### src/rtl/rob_pkg.sv
package rob_pkg;
   typedef enum logic [1:0] {
      HEAD_IDLE   = 2'd0,
      HEAD_WAIT   = 2'd1,
      HEAD_COMMIT = 2'd2,
      HEAD_FAULT  = 2'd3
   } head_state_e;
endpackage

### src/rtl/rob_ptr.sv
module rob_ptr #(
   parameter int IDX_W = 3
) (
   input  logic             clk,
   input  logic             rst_n,
   input  logic             adv,
   input  logic             clr,
   output logic [IDX_W:0]   ptr
);
   // extra top bit tells a full ring from an empty one
   always_ff @(posedge clk or negedge rst_n) begin
      if (!rst_n)   ptr <= '0;
      else if (clr) ptr <= '0;
      else if (adv) ptr <= ptr + 1'b1;
   end
endmodule

### src/rtl/rob_store.sv
module rob_store #(
   parameter int DEPTH  = 8,
   parameter int REG_W  = 5,
   parameter int DATA_W = 32,
   localparam int IDX_W = $clog2(DEPTH)
) (
   input  logic              clk,
   input  logic              rst_n,
   input  logic              alloc_en,
   input  logic [IDX_W-1:0]  alloc_idx,
   input  logic [REG_W-1:0]  alloc_dest,
   input  logic              cmp_en,
   input  logic [IDX_W-1:0]  cmp_idx,
   input  logic [DATA_W-1:0] cmp_value,
   input  logic              cmp_exc,
   input  logic              free_en,
   input  logic [IDX_W-1:0]  free_idx,
   input  logic              clear_all,
   input  logic [IDX_W-1:0]  rd_idx,
   output logic              rd_valid,
   output logic              rd_done,
   output logic              rd_exc,
   output logic [REG_W-1:0]  rd_dest,
   output logic [DATA_W-1:0] rd_value
);
   logic [DEPTH-1:0]  valid_vec;
   logic [DEPTH-1:0]  done_vec;
   logic [DEPTH-1:0]  exc_vec;
   logic [REG_W-1:0]  dest_arr  [DEPTH];
   logic [DATA_W-1:0] value_arr [DEPTH];

   for (genvar i = 0; i < DEPTH; i++) begin : g_slot
      logic              v_q, d_q, e_q;
      logic [REG_W-1:0]  dest_q;
      logic [DATA_W-1:0] val_q;
      logic              hit_alloc, hit_free, hit_cmp;

      assign hit_alloc = alloc_en && (alloc_idx == IDX_W'(i));
      assign hit_free  = free_en  && (free_idx  == IDX_W'(i));
      assign hit_cmp   = cmp_en   && (cmp_idx   == IDX_W'(i)) && v_q;

      always_ff @(posedge clk or negedge rst_n) begin
         if (!rst_n) begin
            v_q <= 1'b0;
            d_q <= 1'b0;
            e_q <= 1'b0;
         end else if (clear_all) begin
            v_q <= 1'b0;
            d_q <= 1'b0;
            e_q <= 1'b0;
         end else if (hit_alloc) begin
            v_q <= 1'b1;
            d_q <= 1'b0;
            e_q <= 1'b0;
         end else if (hit_free) begin
            v_q <= 1'b0;
            d_q <= 1'b0;
            e_q <= 1'b0;
         end else if (hit_cmp) begin
            d_q <= 1'b1;
            e_q <= cmp_exc;
         end
      end

      always_ff @(posedge clk) begin
         if (hit_alloc) dest_q <= alloc_dest;
         if (hit_cmp && !hit_alloc && !clear_all) val_q <= cmp_value;
      end

      assign valid_vec[i] = v_q;
      assign done_vec[i]  = d_q;
      assign exc_vec[i]   = e_q;
      assign dest_arr[i]  = dest_q;
      assign value_arr[i] = val_q;
   end

   assign rd_valid = valid_vec[rd_idx];
   assign rd_done  = done_vec[rd_idx];
   assign rd_exc   = exc_vec[rd_idx];
   assign rd_dest  = dest_arr[rd_idx];
   assign rd_value = value_arr[rd_idx];
endmodule

### src/rtl/rob_head_ctl.sv
module rob_head_ctl
   import rob_pkg::*;
(
   input  logic        head_valid,
   input  logic        head_done,
   input  logic        head_exc,
   output head_state_e state,
   output logic        commit,
   output logic        fault
);
   always_comb begin
      if (!head_valid)     state = HEAD_IDLE;
      else if (!head_done) state = HEAD_WAIT;
      else if (head_exc)   state = HEAD_FAULT;
      else                 state = HEAD_COMMIT;
   end

   assign commit = (state == HEAD_COMMIT);
   assign fault  = (state == HEAD_FAULT);
endmodule

### src/rtl/rob_core.sv
module rob_core
   import rob_pkg::*;
#(
   parameter int              DEPTH        = 8,
   parameter int              REG_W        = 5,
   parameter int              DATA_W       = 32,
   parameter int              ADDR_W       = 32,
   parameter logic [ADDR_W-1:0] HANDLER_ADDR = 'h100,
   localparam int             IDX_W        = $clog2(DEPTH)
) (
   input  logic              clk,
   input  logic              rst_n,
   input  logic              alloc_req,
   input  logic [REG_W-1:0]  alloc_dest,
   output logic              alloc_ready,
   output logic [IDX_W-1:0]  alloc_tag,
   input  logic              cmp_valid,
   input  logic [IDX_W-1:0]  cmp_tag,
   input  logic [DATA_W-1:0] cmp_value,
   input  logic              cmp_exc,
   output logic              ret_valid,
   output logic [REG_W-1:0]  ret_dest,
   output logic [DATA_W-1:0] ret_value,
   output logic              flush,
   output logic [ADDR_W-1:0] redirect_addr
);
   if (DEPTH < 2 || (DEPTH & (DEPTH - 1)) != 0) begin : g_bad_depth
      $error("rob_core: DEPTH must be a power of two, at least 2");
   end
   if (REG_W < 1 || DATA_W < 1 || ADDR_W < 1) begin : g_bad_width
      $error("rob_core: widths must be positive");
   end

   logic [IDX_W:0]    head_ptr, tail_ptr;
   logic              full, alloc_fire;
   logic              h_valid, h_done, h_exc;
   logic              do_commit, do_fault;
   head_state_e       h_state;

   assign full = (head_ptr[IDX_W] != tail_ptr[IDX_W]) &&
                 (head_ptr[IDX_W-1:0] == tail_ptr[IDX_W-1:0]);

   assign alloc_ready = !full && !do_fault;
   assign alloc_fire  = alloc_req && alloc_ready;
   assign alloc_tag   = tail_ptr[IDX_W-1:0];

   rob_ptr #(.IDX_W(IDX_W)) u_tail (
      .clk (clk), .rst_n (rst_n), .adv (alloc_fire), .clr (do_fault), .ptr (tail_ptr)
   );

   rob_ptr #(.IDX_W(IDX_W)) u_head (
      .clk (clk), .rst_n (rst_n), .adv (do_commit), .clr (do_fault), .ptr (head_ptr)
   );

   rob_store #(.DEPTH(DEPTH), .REG_W(REG_W), .DATA_W(DATA_W)) u_store (
      .clk        (clk),
      .rst_n      (rst_n),
      .alloc_en   (alloc_fire),
      .alloc_idx  (tail_ptr[IDX_W-1:0]),
      .alloc_dest (alloc_dest),
      .cmp_en     (cmp_valid),
      .cmp_idx    (cmp_tag),
      .cmp_value  (cmp_value),
      .cmp_exc    (cmp_exc),
      .free_en    (do_commit),
      .free_idx   (head_ptr[IDX_W-1:0]),
      .clear_all  (do_fault),
      .rd_idx     (head_ptr[IDX_W-1:0]),
      .rd_valid   (h_valid),
      .rd_done    (h_done),
      .rd_exc     (h_exc),
      .rd_dest    (ret_dest),
      .rd_value   (ret_value)
   );

   rob_head_ctl u_ctl (
      .head_valid (h_valid),
      .head_done  (h_done),
      .head_exc   (h_exc),
      .state      (h_state),
      .commit     (do_commit),
      .fault      (do_fault)
   );

   assign ret_valid     = do_commit;
   assign flush         = do_fault;
   assign redirect_addr = do_fault ? HANDLER_ADDR : '0;
endmodule

### config.mk
export PLATFORM = sky130hd
export DESIGN_NAME = rob_core
export DESIGN_NICKNAME = d
export VERILOG_FILES = /design/src/rtl/rob_pkg.sv /design/src/rtl/rob_ptr.sv /design/src/rtl/rob_store.sv /design/src/rtl/rob_head_ctl.sv /design/src/rtl/rob_core.sv
export SDC_FILE = /design/constraint.sdc
export NUM_CORES = 1
export LEC_CHECK = 0
export CAP_MARGIN = 10
export CORE_MARGIN = 2
export CORE_UTILIZATION = 48
export DETAILED_ROUTE_END_ITERATION = 8
export MAX_ROUTING_LAYER = met4
export PLACE_DENSITY = 0.67
export RECOVER_POWER = 25
export SLEW_MARGIN = 10
export SYNTH_ARGS = -nofsm -noshare
export SYNTH_HDL_FRONTEND = slang
export SYNTH_SLANG_ARGS = --single-unit
### constraint.sdc
create_clock -name clk -period 3.3 [get_ports clk]
set_input_delay 0.825 -clock clk [delete_from_list [all_inputs] [get_ports clk]]
set_output_delay 0.825 -clock clk [all_outputs]
set_load 0.03 [all_outputs]
==> results.yml, run 1 <==
outcome:
  status: "finished with violations"
  violations: "max-capacitance violations, max-slew violations"
routing:
  drc: 0
  antenna_left: 0
  drtIter0Drc: 631
  finalWirelength_um: 27300
  num_vias: 6958
  drt_first_pass_iters: 5
  avgRoutedWirePerCell_um: 20.8
  viasPerCell: 5.30
global_routing:
  antenna_found_initial: 2
  grt_max_degree: 33
  track_usage: 0.199
  grt_pass1_vias: 7046
  overflow: 0
  grt_pass1_wl_um: 41800
finish:
  syn_to_final_growth_pct: 21.1
  nNetsFinal: 964
  fillers: 2078
  drive_gt1_frac: 0.256
  utilization: 0.587
  instances_no_fill: 1313
die:
  die_w_um: 171
  io_pins: 120
  die_y_um: 171
  rows: 61
  core_mm2: 0.0276
  dieArea_mm2: 0.0292
  start_util: 0.485
placement:
  numPortBuffers: 88
  dp_cells: 1223
  dp_hpwl_um: 15800
  gp_congestion: 0.907
critical_path:
  cp.arrival_ns: 2.44
  cp_data_required_time_ns: 2.47
  crit_type: "reg -> out"
  crit_fanout: 4
  crit_path_start_kind: "register"
  crit_path_end_kind: "output pin"
synthesis:
  ys_top_cells_by_area: "edfxtp_1, mux4_2, dfrtp_1"
  synth_top_family_by_area: "multiplexers"
  synth-simple-area-share: 0.0675
  synth_fa_ha_area_frac: 0.0112
  synthMuxAreaShare: 0.137
  syn_area_per_cell_um2: 17.5
  ys_types: 39
  synth_enable_flop_cells: 296
  synthTopCellsByCount: "edfxtp_1, nand2_1, mux4_2"
  synth_compound_area_frac: 0.0198
  yosys.area.top_type: "edfxtp_1"
  synthCells: 761
  synth_top_flop_cell: "edfxtp_1"
  syn_area_mm2: 0.0134
  synthXorXnorAreaFrac: 0.00393
  ys_seq_elements: 328
  async_reset_ff_frac: 0.0976
  synth.top_cell.area_share: 0.666
  synth_warnings: 0
  ys_seq_area_frac: 0.726
  synth.most_common_cell: "edfxtp_1"
sta:
  hold_viol_final: 0
  setup_violations: 0
  skew_ns: 0.0221
  rsz0062_at_grt: "yes"
  whs_ns: 0.508
  worstMarginPinSlew_ns: 1.87
  period_share: 0.989
  setup-tns-final_ns: 0
  max_freq_ghz: 0.306
  relSlewSlack: -0.245
  slew_viol_final: 33
  final.min_clock_period_ns: 3.26
clock_tree:
  clkLatencyLatePin_ns: 0.53
  clk_pin_slew_ns: 0.06
  htree_levels: 2
  cts_tree: "built"
  cts_buffers: 35
  clock_sinks: 328
  cts_hold_buf: 0
  cts_root_buf: "clkbuf_16"
  clockBufferDepth: 3
pwr:
  ir_worst_vdd_uv: 551
  p_per_area_mw_per_mm2: 869
  power.total_mw: 14.1
  power_leakage_nw: 5.74
min_path:
  hp-class: "reg -> reg"
run:
  maxCapViolations: 1
## power by group
group | switching (mW) | total (mW) | internal (mW)
registers | 0.216 | 5.17 | 4.95
logic | 2.90 | 5.06 | 2.16
clock network | 1.58 | 3.82 | 2.24
## timing repair
| item | in CTS | in global routing |
|---|---|---|
| endpoints found under the setup margin | 37 | 29 |
| resized for setup | 81 | 41 |
| pin swaps | 3 | 2 |
| cloned | 1 | 1 |
| setup buffers | 11 | 12 |
## worst paths after layout
check	startpoint	to	slack, ns	cells past startpoint
max	u_head.ptr[1]$_DFFE_PN0P_	alloc_ready	0.04	8
min	u_store.g_slot[3].d_q$_DFFE_PN0P_	u_store.g_slot[3].d_q$_DFFE_PN0P_	0.51	2
max reg2reg	u_head.ptr[2]$_DFFE_PN0P_	u_store.g_slot[1].dest_q[1]$_DFFE_PP_	0.46	7
min reg2reg	u_store.g_slot[3].d_q$_DFFE_PN0P_	u_store.g_slot[3].d_q$_DFFE_PN0P_	0.51	2
max in group asynchronous	rst_n	u_head.ptr[0]$_DFFE_PN0P_	0.62	2
min in group asynchronous	rst_n	u_store.g_slot[6].e_q$_DFFE_PN0P_	1.35	2
## sequential cells by signal, summed over array words and instances, names as in the netlist
name	flops
u_store.g_slot.val_q	256
u_store.g_slot.dest_q	40
u_store.g_slot.d_q	8
u_store.g_slot.e_q	8
u_store.g_slot.v_q	8
u_head.ptr	4
u_tail.ptr	4
## area by class of cell
| cell class | count | area [um^2] | area share |
|---|---|---|---|
| Sequential cell | 328 | 9700 | 0.600 |
| Multi-Input combinational cell | 382 | 3350 | 0.207 |
| Timing Repair Buffer | 147 | 1450 | 0.0897 |
| Clock buffer | 40 | 915 | 0.0566 |
| Tap cell | 378 | 473 | 0.0293 |
| Clock inverter | 23 | 224 | 0.0139 |
| Inverter | 13 | 53.8 | 0.00333 |
| Antenna cell | 2 | 5.00 | 0.000310 |
## cells in the final DEF (no fill, tap or decap), types with 12 or more instances in the layout
master,count
buf_4,47
nand2_1,134
dfrtp_1,29
ha_1,12
edfxtp_1,296
clkbuf_2,14
clkbuf_16,36
a21oi_1,14
clkdlybuf4s50_1,26
mux4_2,77
dlygate4sd3_1,21
conb_1,31
nor2_1,24
## stage by stage
step	setup WS (ns)	cell area [um^2]
after floorplan	0.249	13500
after global placement	0.127	14800
after detailed placement	0.0730	14800
after CTS	-0.113	16100
after global routing	-0.0555	16200
final	0.0363	16200
## cell families (layout without fill, tap and decap cells)
logic type                 Yosys count  after routing
xor gates and xnor gates             6              6
buffers and inverters               81            223
AOI/OAI and AO/OA                   40             40
adders and majority gates           12             12
and+or+nand+nor                    207            207
DFF                                328            328
other                                1             33
muxes                               86             86
## metal layers
layer	global-route usage	vias to the layer above	share of wire
li1	-	3163	-
met1	0.270	3554	0.43
met2	0.318	193	0.50
met3	0.0294	48	0.048
met4	0.0576	0	0.021
met5	-	-	0
## critical path: stages (launching register included)
cell and delay, ns:
dfrtp_4 0.51, inv_4 0.07, mux4_2 0.53, a221oi_4 0.27, or2_4 0.19, inv_4 0.05, buf_8 0.11, nor2_4 0.07
buf_6 0.13
(Power assumes the default switching activity.)
==> run 2, diff against run 1 <==
--- a/config.mk
+++ b/config.mk
@@ -7,10 +7,11 @@
 export LEC_CHECK = 0
 export CAP_MARGIN = 10
 export CORE_MARGIN = 2
-export CORE_UTILIZATION = 48
+export CORE_UTILIZATION = 30
+export CTS_CLUSTER_DIAMETER = 80
 export DETAILED_ROUTE_END_ITERATION = 8
 export MAX_ROUTING_LAYER = met4
-export PLACE_DENSITY = 0.67
+export PLACE_DENSITY = 0.46
 export RECOVER_POWER = 25
 export SLEW_MARGIN = 10
 export SYNTH_ARGS = -nofsm -noshare
==> run 2 against run 1 <==
  * The run still ends with max-capacitance violations, max-slew violations left
  * Worst setup slack got worse by 0.011 ns
  * Routed wire length increased by 16%
  * Final cell count increased by 16%
  * Critical path type unchanged
  * Largest power group unchanged
  * Highest routed layer unchanged
==> results.yml, run 2 (synthesis results as in run 1) <==
critical_path:
  cp_data_required_time_ns: 2.47
  crit_fanout: 5
  cp.arrival_ns: 2.45
  crit_type: "reg -> out"
  crit_path_end_kind: "output pin"
  crit_path_start_kind: "register"
finish:
  drive_gt1_frac: 0.241
  final_common_cell: "edfxtp_1"
  fillers: 4196
  largest_reg_flops: 256
  final_cell_mix: "edfxtp_1, nand2_1, mux4_2, clkbuf_16, buf_4"
  syn_to_final_growth_pct: 23.2
  nNetsFinal: 951
  multi_input_area_mm2: 0.00335
  regArea_mm2: 0.00970
  utilization: 0.373
  top_register: "u_store.g_slot.val_q"
  reg_top3: "u_store.g_slot.val_q (256), u_store.g_slot.dest_q (40)"
  instances_no_fill: 1517
die:
  rows: 77
  die_y_um: 215
  io_pins: 120
  die_w_um: 215
  core_mm2: 0.0441
  start_util: 0.303
  dieArea_mm2: 0.0462
sta:
  slew_viol_final: 33
  max_freq_ghz: 0.305
  setup_violations: 0
  relSlewSlack: -0.278
  period_share: 0.992
  setup-tns-final_ns: 0
  worstMarginPinSlew_ns: 1.92
  final.min_clock_period_ns: 3.28
  hold_viol_final: 0
  skew_ns: 0.0279
  rsz0062_at_grt: "yes"
routing:
  drt_first_pass_iters: 4
  drtIter0Drc: 510
  viasPerCell: 4.60
  finalWirelength_um: 31600
  num_vias: 6971
  avgRoutedWirePerCell_um: 20.8
  antenna_left: 0
  drc: 0
clock_tree:
  cts_tree: "built"
  cts_hold_buf: 0
  cts_root_buf: "clkbuf_16"
  clock_sinks: 328
  clk_pin_slew_ns: 0.05
  htree_levels: 2
  clkLatencyLatePin_ns: 0.54
  cts_buffers: 39
  clockBufferDepth: 3
outcome:
  status: "finished with violations"
  violations: "max-capacitance violations, max-slew violations"
placement:
  numPortBuffers: 88
  gp_congestion: 0.851
  dp_cells: 1435
  dp_hpwl_um: 18100
pwr:
  p_sw_mw: 4.88
  swShare: 0.338
  p_int_mw: 9.57
  ir_worst_vdd_uv: 370
  combPwrFrac: 0.357
  p_clk_frac: 0.286
  p_per_area_mw_per_mm2: 878
  power.total_mw: 14.4
  seq_power_share: 0.357
  power_leakage_nw: 5.74
global_routing:
  overflow: 0
  grt_pass1_wl_um: 48000
  grt_pass1_vias: 7450
  antenna_found_initial: 3
  grt_max_degree: 41
  track_usage: 0.143
min_path:
  hp-class: "reg -> reg"
run:
  maxCapViolations: 1
==> run 2: power groups by stage <==
| stage | registers, mW | clock network [mW] | logic, mW |
|---|---|---|---|
| 2_1_floorplan | 5.15 | 0 | 3.33 |
| 5_1_grt | 5.20 | 4.41 | 5.59 |
| 6_report | 5.16 | 4.13 | 5.15 |
| 3_5_place_dp | 5.27 | 0 | 5.17 |
| 4_1_cts | 5.17 | 4.25 | 5.22 |
| 3_3_place_gp | 5.26 | 0 | 5.19 |
==> run 2: final timing paths <==
path                                                    from                                    end  slack (ns)  cells past startpoint
min in group asynchronous                              rst_n              u_tail.ptr[2]$_DFFE_PN0P_        1.38                      2
max in group asynchronous                              rst_n              u_head.ptr[1]$_DFFE_PN0P_        0.56                      2
hold / removal             u_store.g_slot[3].d_q$_DFFE_PN0P_      u_store.g_slot[3].d_q$_DFFE_PN0P_        0.51                      2
setup / recovery                   u_head.ptr[1]$_DFFE_PN0P_                            alloc_ready        0.02                      8
setup reg to reg                   u_head.ptr[0]$_DFFE_PN0P_  u_store.g_slot[4].dest_q[4]$_DFFE_PP_        0.41                      7
hold reg to reg            u_store.g_slot[3].d_q$_DFFE_PN0P_      u_store.g_slot[3].d_q$_DFFE_PN0P_        0.51                      2
==> run 2: metal layers <==
layer / GRT usage / wire length, um / vias up
met4: 0.0441 / 627 / 0
li1: - / - / 3138
met3: 0.0252 / 1210 / 48
met2: 0.236 / 15900 / 164
met1: 0.179 / 13900 / 3621
met5: - / 0 / -
==> run 2: metrics by stage <==
step	worst slack (ns)	cell area [um^2]	hold slack (ns)
finish	0.0250	16500	0.511
CTS	-0.0511	16400	0.519
detailed placement	0.120	15100	0.508
global route	-0.0699	16500	0.575
global placement	0.125	15100	0.490
floorplan	0.249	13500	0.467
==> run 2: worst max-delay path, stage by stage (launching register included) <==
cell	delay (ns)
dfrtp_4	0.51
inv_4	0.07
mux4_2	0.53
a221oi_4	0.27
or2_4	0.20
inv_6	0.04
buf_6	0.11
nor2_4	0.07
buf_6	0.13
==> run 2: timing repair <==
| action | 4_1_cts | 5_1_grt |
|---|---|---|
| pin swaps | 3 | 2 |
| endpoints found under the setup margin | 33 | 17 |
| resized for setup | 48 | 17 |
| buffers inserted | 8 | 2 |
==> run 2: layout make-up <==
cell class / instances / area share
repair buffers: 130 / 0.0840
inverters: 13 / 0.00342
diodes: 2 / 0.000304
flip-flops and latches: 328 / 0.589
multi-input cells: 382 / 0.203
clock buffers: 49 / 0.0629
clock inverters: 21 / 0.0116
well taps: 592 / 0.0450
